==> src/rtl/sd_decim_pkg.sv <==
package sd_decim_pkg;
   // Register width that holds the full CIC growth plus a sign bit and
   // one bit of headroom so the exact +R^N full-scale value fits.
   function automatic int acc_width(input int order, input int log2r);
      return order * log2r + 2;
   endfunction

   // Right shift that maps the CIC gain R^N onto the output word range.
   function automatic int scale_shift(input int order, input int log2r, input int out_w);
      return order * log2r - (out_w - 1);
   endfunction
endpackage

==> src/rtl/sd_cic_integ.sv <==
module sd_cic_integ #(
   parameter int ORDER = 4,
   parameter int W     = 30
) (
   input  logic                clk,
   input  logic                rst,
   input  logic                en,
   input  logic                bit_in,
   output logic signed [W-1:0] sum_next
);
   logic signed [W-1:0] acc [ORDER];
   logic signed [W-1:0] nxt [ORDER];
   logic signed [W-1:0] x;

   // bit 1 -> +1, bit 0 -> -1
   assign x = bit_in ? {{(W-1){1'b0}}, 1'b1} : {W{1'b1}};

   always_comb begin
      nxt[0] = acc[0] + x;
      for (int k = 1; k < ORDER; k++) begin
         nxt[k] = acc[k] + nxt[k-1];
      end
   end

   always_ff @(posedge clk) begin
      if (rst) begin
         for (int k = 0; k < ORDER; k++) acc[k] <= '0;
      end else if (en) begin
         for (int k = 0; k < ORDER; k++) acc[k] <= nxt[k];
      end
   end

   assign sum_next = nxt[ORDER-1];

   // no accepted bit, no change in the last integrator
   assert_integ_hold_R5: assert property (@(posedge clk) disable iff (rst)
      !en |=> $stable(acc[ORDER-1]));

   // each accepted bit moves the first integrator by exactly +1 or -1 (mod 2^W)
   assert_unit_step_R2: assert property (@(posedge clk) disable iff (rst)
      en |=> (W'(acc[0] - $past(acc[0])) == W'(1)) ||
             (W'(acc[0] - $past(acc[0])) == {W{1'b1}}));
endmodule

==> src/rtl/sd_cic_comb.sv <==
module sd_cic_comb #(
   parameter int ORDER = 4,
   parameter int W     = 30
) (
   input  logic                clk,
   input  logic                rst,
   input  logic                load,
   input  logic signed [W-1:0] sample_in,
   output logic signed [W-1:0] comb_out
);
   logic signed [W-1:0] dly [ORDER];
   logic signed [W-1:0] dif [ORDER];

   always_comb begin
      dif[0] = sample_in - dly[0];
      for (int k = 1; k < ORDER; k++) begin
         dif[k] = dif[k-1] - dly[k];
      end
   end

   always_ff @(posedge clk) begin
      if (rst) begin
         for (int k = 0; k < ORDER; k++) dly[k] <= '0;
      end else if (load) begin
         dly[0] <= sample_in;
         for (int k = 1; k < ORDER; k++) dly[k] <= dif[k-1];
      end
   end

   assign comb_out = dif[ORDER-1];

   // comb delays move only at a decimation instant
   assert_comb_hold_R5: assert property (@(posedge clk) disable iff (rst)
      !load |=> $stable(dly[ORDER-1]));
endmodule

==> src/rtl/sd_round_sat.sv <==
module sd_round_sat #(
   parameter int IN_W  = 30,
   parameter int SHIFT = 13,
   parameter int OUT_W = 16
) (
   input  logic signed [IN_W-1:0]  din,
   output logic signed [OUT_W-1:0] dout
);
   localparam int Q_W = IN_W - SHIFT;
   localparam logic [IN_W-1:0] HALF = {{(IN_W-1){1'b0}}, 1'b1} << (SHIFT - 1);

   if (SHIFT < 1 || Q_W <= OUT_W) begin : g_bad_cfg
      $error("sd_round_sat: SHIFT must be >= 1 and IN_W - SHIFT must exceed OUT_W");
   end

   logic signed [IN_W-1:0] biased;
   logic signed [Q_W-1:0]  q;
   logic                   in_range;

   assign biased   = din + $signed(HALF);
   assign q        = Q_W'(biased >>> SHIFT);
   assign in_range = (&q[Q_W-1:OUT_W-1]) || !(|q[Q_W-1:OUT_W-1]);

   always_comb begin
      if (in_range)       dout = q[OUT_W-1:0];
      else if (q[Q_W-1])  dout = {1'b1, {(OUT_W-1){1'b0}}};
      else                dout = {1'b0, {(OUT_W-1){1'b1}}};
   end
endmodule

==> src/rtl/sd_decim_stereo.sv <==
module sd_decim_stereo #(
   parameter int ORDER  = 4,
   parameter int LOG2_R = 7,
   parameter int OUT_W  = 16
) (
   input  logic                    clk,
   input  logic                    rst,
   input  logic                    bit_en,
   input  logic                    bit_l,
   input  logic                    bit_r,
   output logic signed [OUT_W-1:0] pcm_l,
   output logic signed [OUT_W-1:0] pcm_r,
   output logic                    pcm_valid
);
   localparam int ACC_W = sd_decim_pkg::acc_width(ORDER, LOG2_R);
   localparam int SHIFT = sd_decim_pkg::scale_shift(ORDER, LOG2_R, OUT_W);
   localparam int NCH   = 2;

   if (ORDER < 1 || LOG2_R < 1 || OUT_W < 2) begin : g_bad_dims
      $error("sd_decim_stereo: ORDER, LOG2_R and OUT_W out of range");
   end
   if (SHIFT < 1) begin : g_bad_gain
      $error("sd_decim_stereo: ORDER*LOG2_R must be at least OUT_W");
   end

   logic [LOG2_R-1:0]       phase;
   logic                    last_bit;
   logic [NCH-1:0]          bits;
   logic signed [OUT_W-1:0] scaled [NCH];

   assign last_bit = bit_en && (phase == '1);
   assign bits     = {bit_r, bit_l};

   always_ff @(posedge clk) begin
      if (rst)          phase <= '0;
      else if (bit_en)  phase <= phase + LOG2_R'(1);
   end

   for (genvar ch = 0; ch < NCH; ch++) begin : g_chan
      logic signed [ACC_W-1:0] integ_sum;
      logic signed [ACC_W-1:0] comb_val;

      sd_cic_integ #(.ORDER(ORDER), .W(ACC_W)) u_integ (
         .clk      (clk),
         .rst      (rst),
         .en       (bit_en),
         .bit_in   (bits[ch]),
         .sum_next (integ_sum)
      );

      sd_cic_comb #(.ORDER(ORDER), .W(ACC_W)) u_comb (
         .clk       (clk),
         .rst       (rst),
         .load      (last_bit),
         .sample_in (integ_sum),
         .comb_out  (comb_val)
      );

      sd_round_sat #(.IN_W(ACC_W), .SHIFT(SHIFT), .OUT_W(OUT_W)) u_scale (
         .din  (comb_val),
         .dout (scaled[ch])
      );
   end

   always_ff @(posedge clk) begin
      if (rst) begin
         pcm_l     <= '0;
         pcm_r     <= '0;
         pcm_valid <= 1'b0;
      end else begin
         pcm_valid <= last_bit;
         if (last_bit) begin
            pcm_l <= scaled[0];
            pcm_r <= scaled[1];
         end
      end
   end

   // outputs cleared one cycle after a reset edge
   assert_reset_clear_R1: assert property (@(posedge clk)
      rst |=> (!pcm_valid && pcm_l == '0 && pcm_r == '0));

   // the 128th accepted bit always produces a pulse
   assert_pulse_after_last_R4: assert property (@(posedge clk) disable iff (rst)
      last_bit |=> pcm_valid);

   // a pulse never lasts two cycles
   assert_pulse_single_R4: assert property (@(posedge clk) disable iff (rst)
      pcm_valid |=> !pcm_valid);

   // every pulse traces back to a completed period since reset
   assert_pulse_origin_R8: assert property (@(posedge clk) disable iff (rst)
      pcm_valid |-> $past(last_bit));
endmodule

==> config.mk <==
export PLATFORM = sky130hd
export DESIGN_NAME = sd_decim_stereo
export DESIGN_NICKNAME = d
export VERILOG_FILES = /design/src/rtl/sd_decim_pkg.sv /design/src/rtl/sd_cic_integ.sv /design/src/rtl/sd_cic_comb.sv /design/src/rtl/sd_round_sat.sv /design/src/rtl/sd_decim_stereo.sv
export SDC_FILE = /design/constraint.sdc
export NUM_CORES = 1
export LEC_CHECK = 0
export BUFFER_PORTS_ARGS = -buffer_cell sky130_fd_sc_hd__buf_4
export CORE_MARGIN = 2
export CORE_UTILIZATION = 30
export DETAILED_ROUTE_END_ITERATION = 12
export PLACE_DENSITY = 0.47
export SETUP_SLACK_MARGIN = 0.1
export SYNTH_ARGS = -nofsm -noshare
export SYNTH_HDL_FRONTEND = slang
export SYNTH_SLANG_ARGS = --single-unit
==> constraint.sdc <==
create_clock -name clk -period 36.9 [get_ports clk]
set_clock_uncertainty 0.2 [all_clocks]
set_input_delay 7.38 -clock clk [delete_from_list [all_inputs] [get_ports clk]]
set_output_delay 7.38 -clock clk [all_outputs]
set_load 0.03 [all_outputs]
==> results of run 1 <==
[final cells by class]
class | count | area (sq um) | area share, %
Inverter | 460 | 1737 | 3.861
Tap cell | 1768 | 2212 | 4.919
Clock inverter | 29 | 264.0 | 0.5870
Clock buffer | 94 | 1913 | 4.254
Timing Repair Buffer | 49 | 380.4 | 0.8457
Multi-Input combinational cell | 3170 | 23250 | 51.70
Sequential cell | 520 | 15210 | 33.83
[path summary, 6_finish.rpt]
| path | to | slack, ns | cells past startpoint |
|---|---|---|---|
| max | pcm_r[11] | 15.55 | 64 |
| min | pcm_l[15] | 0.28 | 2 |
| max reg2reg | pcm_r[11] | 22.95 | 62 |
| min reg2reg | pcm_l[15] | 0.28 | 2 |
[sequential cells by signal (all words and copies together) (netlist names)]
signal	flops
g_chan.u_comb.dly	240
pcm_valid	1
pcm_l	16
g_chan.u_integ.acc	240
pcm_r	16
phase	7
[Yosys cell counts, types with 32 or more instances]
cell | n | area, sq um
ha_1 | 520 | 6506
edfxtp_1 | 480 | 14410
inv_1 | 459 | 1723
nor2_1 | 374 | 1404
and2_1 | 336 | 2102
a21oi_1 | 317 | 1587
xnor2_1 | 244 | 2137
o21ai_0 | 164 | 820.8
xor2_1 | 137 | 1200
nand2_1 | 136 | 510.5
a21o_1 | 109 | 818.3
nor3_1 | 76 | 380.4
nand2b_1 | 64 | 400.4
o21bai_1 | 64 | 480.5
nor2b_1 | 63 | 394.1
o21a_1 | 62 | 465.5
nand3_1 | 60 | 300.3
clkbuf_1 | 57 | 214.0
and3_1 | 46 | 287.8
dfxtp_1 | 40 | 800.8
a221o_1 | 34 | 340.3
a211oi_1 | 32 | 240.2
a31oi_1 | 32 | 200.2
[cells by family after synthesis]
| kind of cell | share of synthesized area [%] |
|---|---|
| and+or+nand+nor | 15.75 |
| AOI/OAI and AO/OA | 16.00 |
| adders and majority gates | 16.79 |
| buffers and inverters | 4.912 |
| DFF | 37.64 |
| xor gates and xnor gates | 8.738 |
| muxes | 0.1733 |
[layer usage]
layer	global-route usage (%)	part of all wire (%)	routed length [um]	vias up
met3	1.987	2.5	2038	87
met1	15.96	49	40450	13634
met2	20.57	47	39180	205
li1	-	-	-	15059
met4	2.694	1.7	1432	0
met5	0	0	0	-
[worst reg2reg max path: cells and delay by family (launching register included)]
| kind | cells | cell delay, ns |
|---|---|---|
| DFF | 1 | 0.36 |
| buffers and inverters | 2 | 0.15 |
| xor gates and xnor gates | 9 | 1.83 |
| and+or+nand+nor | 11 | 2.18 |
| AOI/OAI and AO/OA | 31 | 6.26 |
| adders and majority gates | 9 | 2.87 |
[stage by stage]
step,utilization (%),cells
detailed placement,32.03,5967
CTS,33.66,6090
global route,33.66,6090
global placement,32.03,5967
floorplan,-,4215
finish,33.66,6090
[cell usage in the layout, fill, tap and decap left out, types with 63 or more instances in the layout]
| cell type | instances |
|---|---|
| nand2b_1 | 63 |
| edfxtp_1 | 480 |
| inv_1 | 457 |
| nand2_1 | 136 |
| xnor2_1 | 244 |
| a21o_1 | 109 |
| and2_1 | 336 |
| a21oi_1 | 316 |
| o21bai_1 | 64 |
| nor3_1 | 76 |
| nor2_1 | 374 |
| clkbuf_16 | 71 |
| o21ai_0 | 164 |
| xor2_1 | 137 |
| ha_1 | 520 |
==> results.txt, run 1 <==
min-delay src: pcm_l[15]
Mapped Cells: 4215
H-tree depth: 3
CP arrival: 21.72 ns
clk slew on worst S/H paths: 0.06 ns
n_diodes: 0
Pre-Repair DR Iteration Count: 5
Top-Level Pins: 38
syn nets: 4754
Fmax: 46.85 MHz
Starting Density: 30.25%
Main synth FF type: edfxtp_1
RSZ-0062 raised after global routing: no
slowest stage delay, CP: 0.79 ns
minimum clock period: 21.35 ns
WP data required: 37.27 ns
die height: 371.1 um
final hold vios: 0
CTS Root Cell: clkbuf_16
Detailed Place HPWL: 58840 um
Die Wd: 371.1 um
slowest CP cell: inv_1
mapped cell area: 40420 sq um
die area: 137700 sq um
CTS sink count: 520
pin count of the biggest net entering global routing: 120
post-CTS setup buffer count: 0
Post-synth EDFFs: 480
DP Area: 42800 sq um
Core Region: 133600 sq um
antenna violations before repair: 0
DRC errors left: 0
status: complete, no violations
fin worst setup slack: 15.55 ns
Worst setup startpoint: bit_r
fin crit share: 57.85%
first-pass GRT wire length: 139500 um
count of pins over their slew limit: 0
total CTS buffers: 68
final setup fails: 0
slew at the pin closest to its max-slew limit: 1.109 ns
syn avg cell area: 9.590 sq um
Worst Hold Class: reg -> reg
Reg2Reg Launch Point: g_chan[1].u_integ.acc[0][2]
synth warn: 0
NumNets Final: 4808
finished layout cell area: 44970 sq um
deepest clock path buffer count: 3
drt wl/cell: 13.65 um
delay-heaviest family, CP: compound AO/OA/AOI/OAI gates
kind of end point of the critical path: flop
Placer Congestion: 0.7718
clk_lat worst skew: 0.64 ns
vias per cell: 4.759
post-synthesis cell type count: 88
Std-Cell Rows: 134
final wirelength: 83100 um
Setup Total Neg Slack: 0 ns
path type of the worst setup path: in -> reg
FILL cells: 13877
sequential share of the synthesized area: 37.64%
Synth-to-Final Area Change: 11.26%
CTS tree: yes
post-cts resize count: 0
via count: 28985
Rel. slew slack: 25.96%
port buffer count: 37
MaxCap Viol Count: 0
most used cell, CP: a21oi_1
number of buffers and inverters on the critical path: 4
post-route ant nets: 0
Startpoint Class: primary input
worst-path fanout max: 28
Synth async-reset ratio: 0%
Hold Worst Slack: 0.2751 ns
#FFs+latches synth: 520
worst slack, placed: 14.90 ns
Congestion Overflow GR: 0
Hold Buf Count CTS: 0
vias in the first global route: 28146
initial drt markers: 1231
layout cell share with drive strength beyond 1: 4.581%
GR Util All Layers: 12.08%
Power of run 1 is left out: the tool's default activity adds up to more than one toggle a clock period on the data nets, which glitch-free logic cannot reach.
==> run 2: changes to the inputs <==
--- a/config.mk
+++ b/config.mk
@@ -9,7 +9,7 @@
 export CORE_MARGIN = 2
 export CORE_UTILIZATION = 30
 export DETAILED_ROUTE_END_ITERATION = 12
-export PLACE_DENSITY = 0.47
+export PLACE_DENSITY = 0.48
 export SETUP_SLACK_MARGIN = 0.1
 export SYNTH_ARGS = -nofsm -noshare
 export SYNTH_HDL_FRONTEND = slang
==> constraint.sdc (replaced) <==
create_clock -name clk -period 18.35 [get_ports clk]
set_clock_uncertainty 0.2 [all_clocks]
set_input_delay 3.67 -clock clk [delete_from_list [all_inputs] [get_ports clk]]
set_output_delay 3.67 -clock clk [all_outputs]
set_load 0.03 [all_outputs]
==> run 2 against run 1 <==
Against the previous run: final area increased by 0.13%; critical path depth unchanged; count of clock-buffer cells in the layout shrank 2; register-to-register slack got worse by 18 ns; first-iteration DRC count grew 12%; via count rose by 0.18%.
==> results.txt, run 2 (synthesis gave the netlist of run 1 again) <==
slowest stage delay, CP: 0.40 ns (-0.39 ns)
deepest clock path buffer count: 3 (unchanged)
fin crit share: 90.97%
antenna violations before repair: 2 (+2)
Setup Total Neg Slack: 0 ns (unchanged)
Synth-to-Final Area Change: 11.40%
Multi-input gate area: 23260 sq um (about the same)
die height: 371.1 um (unchanged)
drt wl/cell: 13.56 um (-0.60%)
Rel. slew slack: 28.21% (+2.3 points)
die area: 137700 sq um (unchanged)
pin count of the biggest net entering global routing: 130 (+8.3%)
most used cell, CP: a21oi_1
Congestion Overflow GR: 0 (unchanged)
FILL cells: 13835 (-0.30%)
minimum clock period: 16.69 ns
Startpoint Class: primary input
post-cts resize count: 0 (unchanged)
Layout Cells excl Fill: 6087 (-0.049%)
Starting Density: 30.25% (unchanged)
met1 wire length: 40390 um (-0.15%)
DRC errors left: 0 (unchanged)
finished layout cell area: 45030 sq um (+0.13%)
highest routed layer: met4
slowest CP cell: xnor3_1
final setup fails: 0 (unchanged)
WP data required: 18.72 ns (-18.55 ns)
CTS tree: yes
NumNets Final: 4808 (unchanged)
DP Area: 42800 sq um (about the same)
post-route ant nets: 0 (unchanged)
Worst Hold Class: reg -> reg
Inst Count DP: 5968 (+0.017%)
count of pins over their slew limit: 0 (unchanged)
Fmax: 59.91 MHz
initial drt markers: 1375 (+12%)
post-CTS setup buffer count: 0 (unchanged)
CP arrival: 17.06 ns (-4.66 ns)
first-pass GRT wire length: 138600 um (-0.65%)
WL met3: 2143 um (+5.2%)
n_diodes: 0 (unchanged)
most frequent cells in the layout: ha_1, edfxtp_1, inv_1
total CTS buffers: 67 (-1.5%)
via count: 29038 (+0.18%)
RSZ-0062 raised after global routing: no
port buffer count: 37 (unchanged)
clk_lat worst skew: 0.63 ns (about the same)
Core Region: 133600 sq um (unchanged)
MaxCap Viol Count: 0 (unchanged)
most common cell after layout, fill and taps aside: ha_1
final wirelength: 82560 um (-0.65%)
vias in the first global route: 28151 (+0.018%)
H-tree depth: 3 (unchanged)
CTS sink count: 520 (unchanged)
Top Registers: g_chan.u_comb.dly x240, g_chan.u_integ.acc x240
Detailed Place HPWL: 58640 um (-0.35%)
GR Util All Layers: 12.03% (-0.052 points)
kind of end point of the critical path: flop
Pre-Repair DR Iteration Count: 5 (unchanged)
Placer Congestion: 0.7913 (+2.5%)
slew at the pin closest to its max-slew limit: 1.073 ns (-0.03658 ns)
status: complete, no violations
clk slew on worst S/H paths: 0.06 ns (about the same)
worst-path fanout max: 27 (-3.6%)
final hold vios: 0 (unchanged)
met2 wire length: 38480 um (-1.8%)
Std-Cell Rows: 134 (unchanged)
CTS Root Cell: clkbuf_16
vias per cell: 4.770 (+0.23%)
Die Wd: 371.1 um (unchanged)
storage element area: 15210 sq um (unchanged)
Hold Buf Count CTS: 0 (unchanged)
path type of the worst setup path: in -> reg
layout cell share with drive strength beyond 1: 4.538% (-0.043 points)
Top-Level Pins: 38 (unchanged)
==> run 2: worst paths after layout <==
| check | start | to | slack (ns) | depth (start not counted) |
|---|---|---|---|---|
| hold / removal | pcm_l[5] | pcm_l[5] | 0.29 | 1 |
| setup reg to reg | g_chan[1].u_integ.acc[0][2] | pcm_r[3] | 4.56 | 62 |
| setup / recovery | bit_r | pcm_r[3] | 1.66 | 64 |
| hold reg to reg | pcm_l[5] | pcm_l[5] | 0.29 | 1 |
==> run 2: routing by layer <==
layer | vias to the layer above | GRT usage (%)
li1 | 15095 | -
met1 | 13618 | 16.22
met2 | 223 | 19.99
met3 | 102 | 1.996
met4 | 0 | 2.857
met5 | - | 0
==> run 2: stage by stage <==
step                hold WS [ns]  util, %  setup slack (ns)
global placement          0.2673    32.03             1.006
CTS                       0.2960    33.69             1.440
floorplan                 0.2583        -             1.919
global route              0.3119    33.70            0.1141
finish                    0.2909    33.70             1.658
detailed placement        0.2816    32.03            0.8196
==> run 2: area by class of cell <==
class                           count  share of cell area (%)
Tap cell                         1768                   4.912
Clock inverter                     27                  0.6780
Multi-Input combinational cell   3170                   51.66
Inverter                          460                   3.857
Sequential cell                   520                   33.79
Clock buffer                       92                   4.237
Timing Repair Buffer               50                  0.8697
==> run 2: worst max-delay path, delay by kind of cell <==
kind,cells,cell delay [ns]
compound gates,31,6.00
buf+inv,5,0.63
xor+xnor,9,1.85
simple gates,10,2.02
fa+ha+maj,9,2.83
Power of run 2 is left out for the same reason.
==> run 3: changes to the inputs <==
--- a/config.mk
+++ b/config.mk
@@ -13,4 +13,5 @@
 export SETUP_SLACK_MARGIN = 0.1
 export SYNTH_ARGS = -nofsm -noshare
 export SYNTH_HDL_FRONTEND = slang
+export SYNTH_HIERARCHICAL = 1
 export SYNTH_SLANG_ARGS = --single-unit
==> run 3 against run 2 <==
Against the previous run: flip-flop and latch count unchanged; via count increased by 8.7%; final area increased by 5.7%; final cell count increased by 7.1%; sequential share of layout area decreased by 1.8 points; maximum frequency decreased by 4.0%; critical path type unchanged; first-iteration DRC count decreased by 2.5%; non-clock buffer count increased by 4; routed wire length increased by 13%; worst setup slack got worse by 0.69 ns; critical path depth decreased by 2; global-route usage increased by 0.36 points.
==> results.txt, run 3 <==
slowest stage delay, CP: 0.43 ns (+0.03 ns)
minimum clock period: 17.39 ns (+0.6939 ns)
antenna violations before repair: 0 (-2)
Fmax: 57.52 MHz (-4.0%)
drt wl/cell: 14.29 um (+5.3%)
MaxCap Viol Count: 0 (unchanged)
die area: 149000 sq um (+8.2%)
post-CTS setup buffer count: 0 (unchanged)
Register-to-Register Setup Slack: 3.76 ns (-0.80 ns)
met1 wire length: 47380 um (+17%)
clk slew on worst S/H paths: 0.06 ns (about the same)
Rel. slew slack: 26.52% (-1.7 points)
DRC errors left: 0 (unchanged)
WL met3: 2592 um (+21%)
GR Util All Layers: 12.39% (+0.36 points)
Mapped Cells: 4613 (+9.4%)
final hold vios: 0 (unchanged)
layout cell share with drive strength beyond 1: 5.560% (+1.0 points)
mapped cell area: 43760 sq um (+8.3%)
pin count of the biggest net entering global routing: 112 (-14%)
initial drt markers: 1341 (-2.5%)
vias in the first global route: 30364 (+7.9%)
Core Region: 145200 sq um (+8.7%)
RSZ-0062 raised after global routing: no
syn avg cell area: 9.487 sq um (-1.1%)
highest routed layer: met4
Placer Congestion: 0.8126 (+2.7%)
Top-Level Pins: 38 (unchanged)
status: complete, no violations
final setup fails: 0 (unchanged)
Top Registers: g_chan.u_comb/dly x240, g_chan.u_integ/acc x240
CTS sink count: 520 (unchanged)
post-route ant nets: 0 (unchanged)
final wirelength: 93180 um (+13%)
Congestion Overflow GR: 0 (unchanged)
most common cell after layout, fill and taps aside: edfxtp_1
Starting Density: 30.14% (-0.11 points)
most used cell, CP: ha_1
deepest clock path buffer count: 3 (unchanged)
syn nets: 5109 (+7.5%)
slew at the pin closest to its max-slew limit: 1.102 ns (+0.02937 ns)
synth warn: 6 (+6)
port buffer count: 37 (unchanged)
CTS tree: yes
CP arrival: 17.74 ns (+0.68 ns)
Setup Total Neg Slack: 0 ns (unchanged)
WP data required: 18.71 ns (about the same)
via count: 31575 (+8.7%)
first-pass GRT wire length: 155100 um (+12%)
Pre-Repair DR Iteration Count: 5 (unchanged)
most frequent cells in the layout: edfxtp_1, ha_1, and2_1
Startpoint Class: primary input
n_diodes: 0 (unchanged)
Worst Hold Class: reg -> reg
CTS Root Cell: clkbuf_16
vias per cell: 4.842 (+1.5%)
die height: 385.9 um (+4.0%)
NumNets Final: 5053 (+5.1%)
met2 wire length: 41290 um (+7.3%)
H-tree depth: 3 (unchanged)
fin crit share: 94.75% (+3.8 points)
Hold Worst Slack: 0.2734 ns (-0.01756 ns)
clk_lat worst skew: 0.63 ns (about the same)
total CTS buffers: 68 (+1.5%)
slowest CP cell: a2111o_1
path type of the worst setup path: in -> reg
Detailed Place HPWL: 66050 um (+13%)
kind of end point of the critical path: flop
count of pins over their slew limit: 0 (unchanged)
Synth-to-Final Area Change: 8.711%
Die Wd: 385.9 um (+4.0%)
worst-path fanout max: 26 (-3.7%)
Std-Cell Rows: 140 (+4.5%)
[run 3: path summary, 6_finish.rpt]
kind | start | end | cells after the start
worst max-delay path | bit_r | pcm_r[2] | 62
worst min-delay path | pcm_r[1] | pcm_r[1] | 2
worst max register to register | g_chan[1].u_integ/acc[0][0] | pcm_r[2] | 61
worst min register to register | pcm_r[1] | pcm_r[1] | 2
[run 3: layout make-up]
type | instances | area [sq um]
Inverter | 381 | 1430
Clock buffer | 90 | 1869
Multi-Input combinational cell | 3532 | 26060
Clock inverter | 27 | 198.9
Tap cell | 1917 | 2399
Timing Repair Buffer | 54 | 409.1
Sequential cell | 520 | 15210
Fill cell | 15068 | 97640
[run 3: layer usage]
metal	GRT usage, %	up-vias
met2	19.94	313
met5	0	-
li1	-	16279
met3	1.714	106
met1	17.34	14877
met4	3.185	0
[run 3: metrics by stage]
step / utilization, % / cell area (sq um) / cells / worst slack (ns)
final: 32.76 / 47580 / 6521 / 0.9637
after CTS: 32.73 / 47530 / 6521 / 0.7501
after global routing: 32.76 / 47580 / 6521 / 0.1035
after global placement: 31.31 / 45470 / 6404 / 0.1985
after detailed placement: 31.31 / 45470 / 6404 / 0.1355
after floorplan: - / 43760 / 4613 / 1.472
[run 3: worst max-delay path, delay by kind of cell]
kind | cells | cell delay, ns
multiplexers | 2 | 0.49
AO/OA/AOI/OAI | 23 | 5.68
adder cells (fa/ha/maj) | 8 | 2.68
AND/OR/NAND/NOR | 19 | 3.48
buffers and inverters | 3 | 0.50
XOR/XNOR | 7 | 1.26
[run 3: repair_timing]
item                       4_1_cts  5_1_grt
hold buffers                     0        0
setup endpoints to repair        0       29
gates resized for setup          0        8
Power of run 3 is left out for the same reason.
